<file path="src/rtl/shmd_pkg.sv">
package shmd_pkg;

    localparam int WORD  = 16;
    localparam int CNT_W = 6;
    localparam int SEL_W = 3;

    typedef enum logic [2:0] {
        OP_MUL  = 3'd0,
        OP_DIV  = 3'd1,
        OP_ADD  = 3'd2,
        OP_SUB  = 3'd3,
        OP_BTST = 3'd4
    } op_e;

    typedef enum logic [1:0] {
        ST_IDLE,
        ST_MUL,
        ST_DIV
    } state_e;

    typedef enum logic [1:0] {
        PR_HOLD,
        PR_LOAD,
        PR_MUL,
        PR_DIV
    } pair_mode_e;

    typedef struct packed {
        logic err;
        logic carry;
        logic zero;
    } flags_t;

    // constants source: selector 0 -> 0, 1 -> 1, 2 -> 2
    function automatic logic [1:0] const_value(input logic [1:0] sel);
        case (sel)
            2'd1:    return 2'd1;
            2'd2:    return 2'd2;
            default: return 2'd0;
        endcase
    endfunction

    // map raw opcode to a legal operation; spare codes act as add
    function automatic op_e decode_op(input logic [2:0] raw);
        return (raw > 3'd4) ? OP_ADD : op_e'(raw);
    endfunction

endpackage

</file>
<file path="src/rtl/md_alu.sv">
module md_alu #(
    parameter int W = 16
) (
    input  logic [W-1:0] a,
    input  logic [W-1:0] b,
    input  logic         inv_b,
    input  logic         cin,
    output logic [W:0]   sum
);
    logic [W-1:0] b_eff;

    always_comb begin
        b_eff = inv_b ? ~b : b;
        sum   = {1'b0, a} + {1'b0, b_eff} + {{W{1'b0}}, cin};
    end
endmodule

</file>
<file path="src/rtl/md_pair.sv">
module md_pair #(
    parameter int W = 16
) (
    input  logic                    clk,
    input  logic                    rst,
    input  shmd_pkg::pair_mode_e    mode,
    input  logic [W-1:0]            ld_hi,
    input  logic [W-1:0]            ld_lo,
    input  logic [W:0]              alu_sum,
    input  logic                    take,
    output logic [W-1:0]            hi,
    output logic [W-1:0]            lo,
    output logic [W-1:0]            nxt_hi,
    output logic [W-1:0]            nxt_lo
);
    import shmd_pkg::*;

    always_comb begin
        nxt_hi = hi;
        nxt_lo = lo;
        case (mode)
            PR_LOAD: begin
                nxt_hi = ld_hi;
                nxt_lo = ld_lo;
            end
            PR_MUL: begin
                // right shift of {carry, hi, lo} after optional add
                if (take) begin
                    nxt_hi = alu_sum[W:1];
                    nxt_lo = {alu_sum[0], lo[W-1:1]};
                end else begin
                    nxt_hi = {1'b0, hi[W-1:1]};
                    nxt_lo = {hi[0], lo[W-1:1]};
                end
            end
            PR_DIV: begin
                // left shift of {hi, lo}, quotient bit enters at the bottom
                nxt_hi = take ? alu_sum[W-1:0] : {hi[W-2:0], lo[W-1]};
                nxt_lo = {lo[W-2:0], take};
            end
            default: ;
        endcase
    end

    always_ff @(posedge clk) begin
        if (rst) begin
            hi <= '0;
            lo <= '0;
        end else begin
            hi <= nxt_hi;
            lo <= nxt_lo;
        end
    end
endmodule

</file>
<file path="src/rtl/md_loopctr.sv">
module md_loopctr #(
    parameter int CW = 6
) (
    input  logic          clk,
    input  logic          rst,
    input  logic          load,
    input  logic          dec,
    input  logic [CW-1:0] ld_val,
    output logic          last
);
    logic [CW-1:0] cnt;

    always_ff @(posedge clk) begin
        if (rst)
            cnt <= '0;
        else if (load)
            cnt <= ld_val;
        else if (dec && cnt != '0)
            cnt <= cnt - 1'b1;
    end

    assign last = (cnt == CW'(1));
endmodule

</file>
<file path="src/rtl/shift_muldiv_dp.sv">
module shift_muldiv_dp #(
    parameter int W     = shmd_pkg::WORD,
    parameter int CW    = shmd_pkg::CNT_W,
    parameter int SEL_W = shmd_pkg::SEL_W
) (
    input  logic             clk,
    input  logic             rst,
    input  logic             start,
    input  logic [2:0]       op,
    input  logic [W-1:0]     opa,
    input  logic [W-1:0]     opb,
    input  logic [SEL_W-1:0] bit_sel,
    output logic [2*W-1:0]   result,
    output logic             zero,
    output logic             carry,
    output logic             div_err,
    output logic             done,
    output logic             busy
);
    import shmd_pkg::*;

    localparam logic [CW-1:0] ITER = CW'(W);

    state_e       st;
    op_e          dop;
    flags_t       flg;
    logic         done_q;
    logic [W-1:0] sop;          // second-operand register
    logic [1:0]   kreg;         // constants source output
    logic         accept, long_go, div_zero;

    logic [W-1:0] alu_a, alu_b;
    logic         alu_inv, alu_cin;
    logic [W:0]   alu_sum;

    pair_mode_e   pmode;
    logic [W-1:0] ld_hi, ld_lo, hi, lo, nxt_hi, nxt_lo;
    logic         take, last;
    logic [W-1:0] mask;

    assign dop      = decode_op(op);
    assign accept   = start && (st == ST_IDLE);
    assign div_zero = (dop == OP_DIV) && (opb == '0);
    assign long_go  = accept && ((dop == OP_MUL) || (dop == OP_DIV && !div_zero));
    assign mask     = W'(1) << bit_sel;

    // operand routing into the shared adder
    always_comb begin
        kreg = const_value(2'd0);
        case (st)
            ST_MUL: begin
                alu_a   = hi;
                alu_b   = sop;
                alu_inv = 1'b0;
            end
            ST_DIV: begin
                alu_a   = {hi[W-2:0], lo[W-1]};
                alu_b   = sop;
                alu_inv = 1'b1;
                kreg    = const_value(2'd1);
            end
            default: begin
                alu_a   = opa;
                alu_b   = opb;
                alu_inv = (dop == OP_SUB);
                if (dop == OP_SUB) kreg = const_value(2'd1);
            end
        endcase
        alu_cin = kreg[0];
    end

    md_alu #(.W(W)) u_alu (
        .a(alu_a), .b(alu_b), .inv_b(alu_inv), .cin(alu_cin), .sum(alu_sum)
    );

    // pair control
    always_comb begin
        pmode = PR_HOLD;
        ld_hi = '0;
        ld_lo = '0;
        take  = 1'b0;
        case (st)
            ST_MUL: begin
                pmode = PR_MUL;
                take  = lo[0];
            end
            ST_DIV: begin
                pmode = PR_DIV;
                take  = hi[W-1] | alu_sum[W];
            end
            default: begin
                if (accept) begin
                    case (dop)
                        OP_MUL:  begin pmode = PR_LOAD; ld_lo = opa; end
                        OP_DIV:  if (!div_zero) begin pmode = PR_LOAD; ld_lo = opa; end
                        OP_BTST: begin pmode = PR_LOAD; ld_lo = opa & mask; end
                        default: begin pmode = PR_LOAD; ld_lo = alu_sum[W-1:0]; end
                    endcase
                end
            end
        endcase
    end

    md_pair #(.W(W)) u_pair (
        .clk(clk), .rst(rst), .mode(pmode), .ld_hi(ld_hi), .ld_lo(ld_lo),
        .alu_sum(alu_sum), .take(take), .hi(hi), .lo(lo),
        .nxt_hi(nxt_hi), .nxt_lo(nxt_lo)
    );

    md_loopctr #(.CW(CW)) u_cnt (
        .clk(clk), .rst(rst), .load(long_go), .dec(st != ST_IDLE),
        .ld_val(ITER), .last(last)
    );

    // sequencing and flags
    always_ff @(posedge clk) begin
        if (rst) begin
            st     <= ST_IDLE;
            sop    <= '0;
            flg    <= '0;
            done_q <= 1'b0;
        end else begin
            done_q <= 1'b0;
            case (st)
                ST_IDLE: begin
                    if (accept) begin
                        case (dop)
                            OP_MUL: begin
                                sop <= opb;
                                st  <= ST_MUL;
                            end
                            OP_DIV: begin
                                if (div_zero) begin
                                    flg    <= '{err: 1'b1, carry: 1'b0, zero: 1'b0};
                                    done_q <= 1'b1;
                                end else begin
                                    sop <= opb;
                                    st  <= ST_DIV;
                                end
                            end
                            OP_SUB: begin
                                flg    <= '{err: 1'b0, carry: ~alu_sum[W],
                                            zero: (alu_sum[W-1:0] == '0)};
                                done_q <= 1'b1;
                            end
                            OP_BTST: begin
                                flg    <= '{err: 1'b0, carry: 1'b0, zero: ~opa[bit_sel]};
                                done_q <= 1'b1;
                            end
                            default: begin
                                flg    <= '{err: 1'b0, carry: alu_sum[W],
                                            zero: (alu_sum[W-1:0] == '0)};
                                done_q <= 1'b1;
                            end
                        endcase
                    end
                end
                default: begin
                    if (last) begin
                        st     <= ST_IDLE;
                        done_q <= 1'b1;
                        flg    <= '{err: 1'b0,
                                    carry: (st == ST_MUL) && (nxt_hi != '0),
                                    zero: ({nxt_hi, nxt_lo} == '0)};
                    end
                end
            endcase
        end
    end

    assign result  = {hi, lo};
    assign zero    = flg.zero;
    assign carry   = flg.carry;
    assign div_err = flg.err;
    assign done    = done_q;
    assign busy    = (st != ST_IDLE);
endmodule

</file>
<file path="config.mk">
export PLATFORM = sky130hd
export DESIGN_NAME = shift_muldiv_dp
export DESIGN_NICKNAME = d
export VERILOG_FILES = /design/src/rtl/shmd_pkg.sv /design/src/rtl/md_alu.sv /design/src/rtl/md_pair.sv /design/src/rtl/md_loopctr.sv /design/src/rtl/shift_muldiv_dp.sv
export SDC_FILE = /design/constraint.sdc
export NUM_CORES = 1
export LEC_CHECK = 0
export BUFFER_PORTS_ARGS = -buffer_cell sky130_fd_sc_hd__buf_2
export CORE_MARGIN = 2
export CORE_UTILIZATION = 40
export DETAILED_ROUTE_END_ITERATION = 8
export GPL_TIMING_DRIVEN = 1
export MAX_ROUTING_LAYER = met4
export PLACE_DENSITY = 0.7
export SETUP_SLACK_MARGIN = 0.05
export SLEW_MARGIN = 20
export SYNTH_ARGS = -nofsm -noshare
export SYNTH_HDL_FRONTEND = slang
export SYNTH_SLANG_ARGS = --single-unit
</file>
<file path="constraint.sdc">
create_clock -name clk -period 17 [get_ports clk]
set_input_delay 5.1 -clock clk [delete_from_list [all_inputs] [get_ports clk]]
set_output_delay 5.1 -clock clk [all_outputs]
set_load 0.02 [all_outputs]
</file>
Word-level counts from Yosys, hierarchy flattened
Index checks and enable logic that the tools add are counted.

Bits of input ports: 41. Register bits after elaboration: 60. Word-level logic and storage cells: 102. Output and inout bits: 37.

Equal/unequal tests: 15. Reductions and logical operators: 24. Add/subtract/negate cells: 3. $lt $le $gt $ge: 2. Multiplexer cells: 42. Shift operators: 1. Bitwise logic cells: 5.

Operators by type and width (number): 16-bit two-way mux (9); 16-bit one-hot mux with 3 select lines (3); 16-bit one-hot mux with 2 select lines (2); 16-bit logical NOT (2); 32-bit logical NOT (1); 16-bit by 16-bit adder with 17-bit output (1); 17-bit by 1-bit adder with 17-bit output (1); 16-bit AND (1); 16-bit NOT (1); 16-bit nonzero test (1); 1-bit by 3-bit left shift with 16-bit output, first input constant (1); 3-bit two-way mux (5); 3-bit one-hot mux with 4 select lines (1); 4-bit AND reduction (3); 5-bit two-way mux (2); 1-bit two-way mux (9); 2-bit two-way mux (4); 1-bit one-hot mux with 2 select lines (4); 2-bit one-hot mux with 2 select lines (2); 2-bit nonzero test (4); 2-bit == test, second input constant (3); 6-bit by 1-bit == test with 1-bit output, second input constant (1); 1-bit logical AND (6); 2-bit != test, second input constant (3); 18 further kinds (22).

Longest topological paths before layout
Gate-level depths: netlist of run 1.

Depth in word-level cells: 15. Depth in mapped cells: 23. Depth with buffers taken out: 18.

Cells and area by module
From an unflattened synthesis of run 1, not the netlist that was laid out.

Cell total of the unflattened synthesis: 672. Area total of the unflattened synthesis: 5452.7 um^2.

Modules (own cells, without submodules): shift_muldiv_dp (area an instance 2045.7 um^2, instances 1, sequential area each 440.4 um^2, cells each 259); md_pair (area an instance 1994.4 um^2, instances 1, sequential area each 640.6 um^2, cells each 228); md_alu (area an instance 999.7 um^2, instances 1, sequential area each 0.0 um^2, cells each 136); md_loopctr (area an instance 412.9 um^2, instances 1, sequential area each 120.1 um^2, cells each 49).

Worst setup path before layout of run 1
OpenSTA, ideal clock, no wires.

Path type: input-to-reg. From: input op[1]. To: register flg, in the netlist zero. Data required time: 16.916 ns. Arrival time: 9.054 ns. Library setup time: 0.084 ns. Path buffers: 2. Stages: 17. Setup slack: 7.862 ns. Cell sequence: clkbuf_1 -> nand4bb_1 -> nand2_1 -> clkbuf_1 -> xnor2_1 -> ha_1 -> and4_1 -> nor2b_1 -> a21boi_1 -> o31a_1 -> mux2i_1 -> o21ai_0 -> a2111oi_2 -> nand4_1 -> nor4_1 -> nand4b_1 -> o31ai_2.

Longest elaborated chain between the ends: 14. Elaborated cells on any way between the ends: 40. Those cells by class: 2 x add/sub; 1 x order compare; 8 x eq/ne; 23 x mux; 1 x bitwise; 5 x reduce/logical.

Ends and longest elaborated chain: start, declared (line shift_muldiv_dp.sv:9) `input logic [2:0] op,`; 3-bit greater-than comparator (line shmd_pkg.sv:45) `return (raw > 3'd4) ? OP_ADD : op_e'(raw);`; 3-bit two-way mux * (line shmd_pkg.sv:45); 3-bit by 2-bit == test with 1-bit output (line shift_muldiv_dp.sv:65, shift_muldiv_dp.sv:66, shift_muldiv_dp.sv:127); 1-bit one-hot mux with 2 select lines (line shift_muldiv_dp.sv:50) `case (st)`; 16-bit two-way mux (line md_alu.sv:13) `b_eff = inv_b ? ~b : b;`; 16-bit by 16-bit adder with 17-bit output (line md_alu.sv:14) `sum = {1'b0, a} + {1'b0, b_eff} + {{W{1'b0}}, cin};`; 17-bit by 1-bit adder with 17-bit output (line md_alu.sv:14); 16-bit one-hot mux with 3 select lines / 1-bit OR (equally long branches) (line shift_muldiv_dp.sv:93, shift_muldiv_dp.sv:89); 16-bit two-way mux / 1-bit one-hot mux with 2 select lines (equally long branches) (line shift_muldiv_dp.sv:92, shift_muldiv_dp.sv:82); 16-bit two-way mux (on tied branches) (line shift_muldiv_dp.sv:82, md_pair.sv:38, md_pair.sv:28); 16-bit one-hot mux with 3 select lines (line md_pair.sv:21) `case (mode)`; 32-bit logical NOT (line shift_muldiv_dp.sv:164) `zero: ({nxt_hi, nxt_lo} == '0)};`; 3-bit two-way mux (line shift_muldiv_dp.sv:159) `if (last) begin`; 3-bit two-way mux (line shift_muldiv_dp.sv:124) `case (st)`; end signal, assigned (line shift_muldiv_dp.sv:134) `flg <= '{err: 1'b1, carry: 1'b0, zero: 1'b0};`; end signal, assigned (line shift_muldiv_dp.sv:142) `flg <= '{err: 1'b0, carry: ~alu_sum[W],`; end signal, assigned (line shift_muldiv_dp.sv:162) `flg <= '{err: 1'b0,`; end, declared (line shift_muldiv_dp.sv:26) `flags_t flg;`.

Every way passes the cells marked *; elsewhere a longest branch is shown, timed or not. The select of a mux whose other input is x is not followed. A chain may end at the register's enable or synchronous reset.

Worst setup path after layout of run 1
From: input op[2]. To: register flg, in the netlist zero.

The elaborated chain is that of the path after synthesis.

==> run summary, run 1 <==
Kind of cell adding the most delay to the critical path: compound AO/OA/AOI/OAI gates. The finished cells cover 6000 µm². The final count of hold timing violations was 0; the number of standard cells after synthesis was 722. The switching part of the total power was 0.502; the layout-stage area growth over the synthesis result was 14.7%. Remaining global-route overflow: 0. The tools report the number of cells upsized or downsized after cts as 0.

Biggest area consumer among synthesized cells: sky130_fd_sc_hd__dfxtp_1. The die covers 14000 µm². The core region is 12700 µm². The effective utilization at floorplan was 0.413.

The worst hold path belongs to the class reg -> reg. Prior to clock tree synthesis, the placed netlist has a worst setup slack of 6.97 ns. The total via count in the routed design is 5919, and the worst-margin pin slew is 1.03 ns. The run gives 0.230 as the share of the yosys chip area belonging to registers. Setup violations remaining at the end of the flow were counted as 0. The detailed-route vias per instance is 6.26, and the post-detailed-route DRC marker count is 1. The count of buffers added on input and output ports is 77. The delay of the slowest cell on the worst path came out at 0.74 ns. The switching power was 514 µW; the number of synthesized register bits was 60. For the final-report max-slew violation count, the log shows 0. The tools report the overall power as 1.02 mW. For this design the static power due to leakage is 2.27 nW. The data required time at the worst endpoint came out at 17.25 ns. For the number of placement rows, the log shows 41. The most used flip-flop cell after synthesis is sky130_fd_sc_hd__dfxtp_1. 78 I/O pins were placed.

IR analysis of the VDD net gives a maximum drop of 0.112 mV. The number of nets in the layout came out at 831. For the count of different cell masters after synthesis, the log shows 75. The worst setup path is of the in -> reg kind.

Yosys printed 0 warnings. The proportion of netlist area held by the largest area contributor is 0.230. The shortest clock period the worst path allows after layout works out to 9.92 ns. The combinational fraction of design power was 0.616. The average routed wire per standard cell came out at 19.5 µm. The share of final-layout standard cells stronger than drive strength 1 was 0.151. The first global-routing pass estimated 28.8 mm of wire. The total of fill cells in the finished design was 1308; the clock slew at the register clock pins of the worst setup and hold paths was 0.05 ns. The worst setup path is captured at a register. Sorting the synthesized cells by area gives the leading types as sky130_fd_sc_hd__dfxtp_1 23%, sky130_fd_sc_hd__a21oi_1 7.3%, sky130_fd_sc_hd__nand2_1 7.0%. The number of violations of the max-capacitance limit came out at 0. The run gives 785 as the post-synth net total.

STA puts the critical path data arrival time at 10.17 ns. The number of CTS-inserted buffers is 9. The share of the cycle needed by the critical path after routing came out at 0.583. The power per cell area is 171 nW/µm². TritonCTS built the clock tree. The tools report the sequential power share as 0.190. The final reports fail on DRC. The cell with the biggest individual delay on the critical path was sky130_fd_sc_hd__o31a_1. The relative slew slack was 0.313; the post-detailed-placement cell area was 5680 µm². Setup repair after global routing left no endpoint under its margin.

Entering global routing, the biggest net connects 58 pins. The number of clock sinks seen by CTS is 60, and the number of optimization iterations in the first detailed-route pass is 9. Detailed placement ended at an HPWL of 13.8 mm. For the cell area after synthesis, the log shows 5230 µm². The detailed router finished its first iteration with 925 violations.

The number of synthesized flops with an enable pin is 0. The maximum clock path buffer count is 2. The run gives 5271 as the via count of the first global-routing pass.

The tools report the CTS root buffer as sky130_fd_sc_hd__clkbuf_16. In this run the worst path has a maximum fanout of 23. Once detail routing completed, the nets flagged for antenna violations numbered 0. The sum of routed wire length over all layers was 18.4 mm; the number of buffers and inverters on the critical path was 2.

The run gives 7.08 ns as the setup slack after layout. The number of antenna repair diodes was 0. The clock network fraction of total power was 0.194.

Clock latency on the worst-skew pair, taken at its later pin, is 0.34 ns. For the overall global routing resource usage, the log shows 0.266. Derived from the worst setup path, the maximum achievable clock frequency is 101 MHz. The number of setup buffers added after CTS is 0. The startpoint class of the critical path is an input port.

The vertical die dimension is 118 µm. The flow ran to the end, but the final reports show violations. Setup skew after layout: 0.00517 ns.

The floorplan step set the die width to 118 µm. The global placer's final weighted congestion is 0.951, and the mean instance size in the synthesized netlist is 7.24 µm². The logs give 0 for the initial antenna violation count and 0 for the number of buffers inserted for hold repair after clock tree synthesis. The design internal power was 510 µW. The async set or reset register ratio after synthesis was 0.

The tools report the final setup TNS as 0 ns. The number of levels the H-tree was split into is 3. Walking the worst path, the cells encountered are buf_2 -> nand4bb_1 -> nand2_1 -> xnor2_1 -> inv_1 -> fa_1 -> nand2b_1 -> a21o_1 -> a21boi_1 -> o31a_1 -> mux2i_1 -> o21ai_0 -> a2111oi_2 -> nand4_1 -> nor4_1 -> nand4b_1 -> o31ai_2.
final cells by class:
| type | instances | area (µm²) | share of cell area |
|---|---|---|---|
| clock buffers | 12 | 246 | 0.0411 |
| clock inverters | 4 | 72.6 | 0.0121 |
| inverters | 12 | 45.0 | 0.00751 |
| multi-input cells | 601 | 3780 | 0.630 |
| flip-flops and latches | 60 | 1200 | 0.200 |
| well taps | 172 | 215 | 0.0359 |
| repair buffers | 84 | 438 | 0.0730 |
cell usage in the layout (no fill, tap or decap), types with 20 or more instances in the layout:
cell type	n
sky130_fd_sc_hd__buf_2	77
sky130_fd_sc_hd__a21oi_1	76
sky130_fd_sc_hd__xnor2_1	28
sky130_fd_sc_hd__a22oi_1	29
sky130_fd_sc_hd__dfxtp_1	60
sky130_fd_sc_hd__nand3_1	20
sky130_fd_sc_hd__ha_1	20
sky130_fd_sc_hd__mux2i_1	21
sky130_fd_sc_hd__nand2_1	98
sky130_fd_sc_hd__o21ai_0	39
sky130_fd_sc_hd__nor2_1	85
path summary, 6_finish.rpt:
check	startpoint	endpoint	slack [ns]	cells after the start
setup / recovery	op[2]	zero	7.08	17
hold / removal	sop[8]	sop[8]	0.45	2
setup reg to reg	st[0]	zero	10.32	19
hold reg to reg	sop[8]	sop[8]	0.45	2
tightest hold or removal path: stages, from the launching register on:
cell and delay [ns]:
sky130_fd_sc_hd__dfxtp_1 0.30, sky130_fd_sc_hd__nand2_1 0.05, sky130_fd_sc_hd__a21oi_1 0.05
synthesized netlist by cell type, drive strengths merged, types with 5 or more instances:
| cell | instances |
|---|---|
| nand2 | 98 |
| nor2 | 86 |
| a21oi | 76 |
| dfxtp | 60 |
| o21ai | 42 |
| clkbuf | 37 |
| a22oi | 29 |
| xnor2 | 28 |
| ha | 21 |
| mux2i | 21 |
| nand3 | 20 |
| nor3 | 17 |
| buf | 12 |
| inv | 12 |
| nor2b | 10 |
| a211oi | 9 |
| a21o | 9 |
| nand4 | 9 |
| a221oi | 8 |
| nor4 | 8 |
| a31oi | 7 |
| o211ai | 7 |
| a21boi | 5 |
| and2 | 5 |
| nand2b | 5 |
| o221ai | 5 |
kinds of logic (layout without fill, tap and decap cells):
kind of cell	after synthesis	after routing	share of synthesized area
buffers and inverters	61	112	0.0491
multiplexers	25	25	0.0539
adder cells (fa/ha/maj)	22	22	0.0541
AND/OR/NAND/NOR	278	278	0.244
AO/OA/AOI/OAI	244	244	0.316
flip-flops	60	60	0.230
XOR/XNOR	32	32	0.0536
layer usage:
layer,vias up,routed length (µm),track usage
met2,386,7780,0.376
li1,2766,-,-
met1,2714,7930,0.373
met5,-,0,-
met3,53,2040,0.0512
met4,0,645,0.103
through the flow:
step | hold slack (ns) | util | cells
after detailed placement | 0.446 | 0.448 | 929
final | 0.451 | 0.473 | 945
after CTS | 0.454 | 0.473 | 945
after global placement | 0.442 | 0.448 | 929
after floorplan | 0.436 | - | 722
after global routing | 0.469 | 0.473 | 945
state kept, by name, summed over array words and instances, names as in the netlist:
register   count
carry          1
u_pair.lo     16
sop           16
u_pair.hi     16
u_cnt.cnt      6
done           1
st             2
zero           1
div_err        1
power groups by stage:
stage | combinational (mW) | sequential, mW | clock [mW]
after floorplan | 0.422 | 0.207 | 0
after global placement | 0.613 | 0.195 | 0
after detailed placement | 0.608 | 0.195 | 0
after CTS | 0.611 | 0.192 | 0.200
after global routing | 0.676 | 0.196 | 0.207
final | 0.631 | 0.194 | 0.198
No activity file was read; power rests on OpenSTA's default activity.
==> run 2, diff against run 1 <==
==> constraint.sdc (replaced) <==
create_clock -name clk -period 9.3 [get_ports clk]
set_input_delay 2.79 -clock clk [delete_from_list [all_inputs] [get_ports clk]]
set_output_delay 2.79 -clock clk [all_outputs]
set_load 0.02 [all_outputs]
==> run 2 against run 1 <==
Compared with the run above: the run now ends clean; die area is the same; register-to-register slack worse by 7.8 ns; worst hold slack better by 0.00063 ns; largest power group unchanged.
==> run summary, run 2 (same netlist as run 1, synthesis figures left out) <==
Number of placement rows: 41 (unchanged). The die extent in x was 118 µm (unchanged). The number of levels the H-tree was split into was 3 (unchanged).

The number of cells on the worst reg-to-reg path was 19 (unchanged). The met2 track demand over resource was 0.379 (+0.00325). The cell with the biggest individual delay on the critical path was sky130_fd_sc_hd__o31a_1. Walking the worst path, the cells encountered are buf_2 -> nand4bb_1 -> nand2_1 -> xnor2_1 -> inv_1 -> fa_1 -> nand2b_1 -> a21o_1 -> a21boi_1 -> o31a_1 -> mux2i_1 -> o21ai_0 -> a2111oi_2 -> nand4_1 -> nor4_1 -> nand4b_1 -> o31ai_2. The relative slew slack was 0.401 (+0.0887). Launching point of the worst reg2reg path: st[1]. The via count of the first global-routing pass was 5324 (+1.0%); the detailed-route vias per instance was 6.25 (-0.27%). Global placer's final weighted congestion: 0.972 (+2.2%).

The worst register-to-register path ends at zero. The setup skew after layout was 0.00858 ns (+0.00341 ns); the sequential power share was 0.191 (about the same). The number of buffers and inverters on the critical path was 2 (unchanged). The clock network fraction of total power came out at 0.184 (-0.010). Leaving out fill and tap cells, the most frequent cell in the layout is sky130_fd_sc_hd__nand2_1.

The power per cell area was 310 nW/µm² (+81%). The busiest layer in global routing was met2. Compared with the post-synthesis result, the final layout area differs by 14.6%. The effective utilization at floorplan is 0.413 (unchanged).

For the post-detailed-placement cell area, the log shows 5680 µm² (+0.13%). The path category of the worst min-delay check is reg -> reg. The remaining antenna violation count after routing was 0 (unchanged); the sum of routed wire length over all layers was 18.2 mm (-0.95%). The largest net degree at the start of global routing was 58 (unchanged). The count of port buffers added during placement is 77 (unchanged).

The tools report the post-route core utilization as 0.473 (-0.000592). The number of nets in the layout was 832 (+0.12%); the area of the core region was 12700 µm² (unchanged). The delay of the slowest cell on the worst path works out to 0.72 ns (-0.02 ns). The highest clock rate was 132 MHz. The tools report the area enclosed by the die boundary as 14000 µm² (unchanged).

The data required time at the worst endpoint is 9.55 ns (-7.70 ns), and the initial antenna violation count is 0 (unchanged). STA classifies the critical path endpoint as a register. The flow ran to the end, and the final reports show no timing, DRC or antenna violations. The CTS root buffer is sky130_fd_sc_hd__clkbuf_16.

Setup slack of the most critical reg-to-reg path: 2.54 ns (-7.78 ns). The switching power is 942 µW (+84%). The share of the cycle needed by the critical path after routing was 0.814. For the number of antenna repair diodes, the log shows 0 (unchanged).

The run gives 0.268 (+0.00172) as the overall global routing resource usage. The setup slack after layout is 1.73 ns (-5.36 ns). The largest registers in the layout are sop x16, u_pair.hi x16, u_pair.lo x16.

The count of pins on the block boundary came out at 78 (unchanged). The run gives 0 (-1) as the post-detailed-route DRC marker count. The logs give 9 (unchanged) for the number of CTS-inserted buffers and 0 (unchanged) for the buffer count from post-CTS setup fixing.

The logs give 0 (unchanged) for the final-report max-slew violation count and 0.0618 (+0.0106) for the met3 routing resource usage after global routing. The type of the setup path with the least slack was in -> reg. Biggest fanout along the worst timing path: 23 (unchanged).

The data arrival at the endpoint of the critical path is 7.82 ns (-2.35 ns), and the worst-margin pin slew is 0.898 ns (-0.133 ns). The startpoint identified for the worst hold timing path is sop[2]. The number of failing setup endpoints in the final timing report was 0 (unchanged).

Global-route wire length before repair: 29.1 mm (+0.96%). The clock slew at the register clock pins of the worst setup and hold paths was 0.05 ns (about the same). The met1 layer usage reported by global route is 0.371 (-0.00169), and the vertical die dimension is 118 µm (unchanged). The run gives 7 (-2) as the number of optimization iterations in the first detailed-route pass.

The worst voltage drop across the vdd grid was 0.168 mV (+50%); the final count of hold timing violations was 0 (unchanged). TritonCTS built the clock tree. The number of clock sinks seen by CTS was 60 (unchanged); the number of cells on the worst hold path was 2 (unchanged). The kind of cell adding the most delay to the critical path is compound AO/OA/AOI/OAI gates. The run gives 0 (unchanged) as the remaining global-route overflow. The initial DRC count came out at 848 (-8.3%). The post-placement worst setup slack is 1.52 ns (-5.45 ns).

The tools report the source-to-sink clock delay at the later pin of the worst-skew pair as 0.34 ns (about the same). For hold timing, the worst endpoint is sop[2]. The switching part of the total power is 0.508 (+0.00621).

The final setup TNS was 0 ns (unchanged); the share of final-layout standard cells stronger than drive strength 1 was 0.154 (+0.00239). The logs give 5990 µm² (-0.13%) for the design area and 0 (unchanged) for the number of buffers inserted for hold repair after clock tree synthesis. The run gives 5909 (-0.17%) as the total via count in the routed design. The tools report the startpoint class of the critical path as an input port. Setup repair after global routing left no endpoint under its margin. The detailed placer's ending HPWL is 13.8 mm (about the same).

The tools report the number of cells upsized or downsized after cts as 0 (unchanged). The design internal power is 913 µW (+79%), and the maximum clock path buffer count is 2 (unchanged). The library cells used most frequently in the layout, excluding fill and tap cells, are 98 x sky130_fd_sc_hd__nand2_1, 85 x sky130_fd_sc_hd__nor2_1, 77 x sky130_fd_sc_hd__buf_2, 76 x sky130_fd_sc_hd__a21oi_1, 60 x sky130_fd_sc_hd__dfxtp_1. The number of violations of the max-capacitance limit is 0 (unchanged). The combinational fraction of design power was 0.625 (+0.009); the average routed wire per standard cell was 19.3 µm (-1.1%).

The run gives 2.27 nW (about the same) as the leakage power. The shortest clock period the worst path allows after layout works out to 7.57 ns.
## run 2: tightest hold or removal path, delay by kind of cell, from the launching register on
| family | cells | cell delay [ns] |
|---|---|---|
| flip-flops | 1 | 0.30 |
| AO/OA/AOI/OAI | 1 | 0.05 |
| AND/OR/NAND/NOR | 1 | 0.05 |
## run 2: worst max path at each step
stage,startpoint,slack (ns),end,cells after the start
2_1_floorplan,op[1],2.47,zero,17
3_3_place_gp,op[2],1.64,zero,17
3_5_place_dp,op[2],1.52,zero,17
4_1_cts,op[2],1.84,zero,17
5_1_grt,op[2],1.31,zero,17
6_report,op[2],1.73,zero,17
## run 2: area by class of cell
| cell class | instances | area [µm²] |
|---|---|---|
| timing repair buffer | 85 | 445 |
| multi-input combinational | 601 | 3780 |
| tap | 172 | 215 |
| clock buffer | 12 | 256 |
| inverter | 12 | 45.0 |
| sequential | 60 | 1200 |
| fill | 1307 | 6680 |
| clock inverter | 4 | 47.5 |
## run 2: per-layer routing
layer	vias to the layer above	wire length (µm)
met5	-	0
met1	2719	8130
met3	58	1860
met4	0	575
li1	2772	-
met2	360	7660
## run 2: power by group through the flow
stage	sequential (mW)	clock, mW	combinational [mW]
final	0.354	0.342	1.16
after global routing	0.359	0.356	1.24
after CTS	0.352	0.345	1.12
after detailed placement	0.356	0	1.12
after global placement	0.357	0	1.12
after floorplan	0.378	0	0.771
## run 2: through the flow
| stage | hold slack [ns] | power (mW) | std cells |
|---|---|---|---|
| final | 0.451 | 1.86 | 946 |
| after global routing | 0.470 | 1.96 | 946 |
| after CTS | 0.456 | 1.82 | 946 |
| after detailed placement | 0.448 | 1.47 | 930 |
| after global placement | 0.442 | 1.47 | 930 |
| after floorplan | 0.436 | 1.15 | 722 |
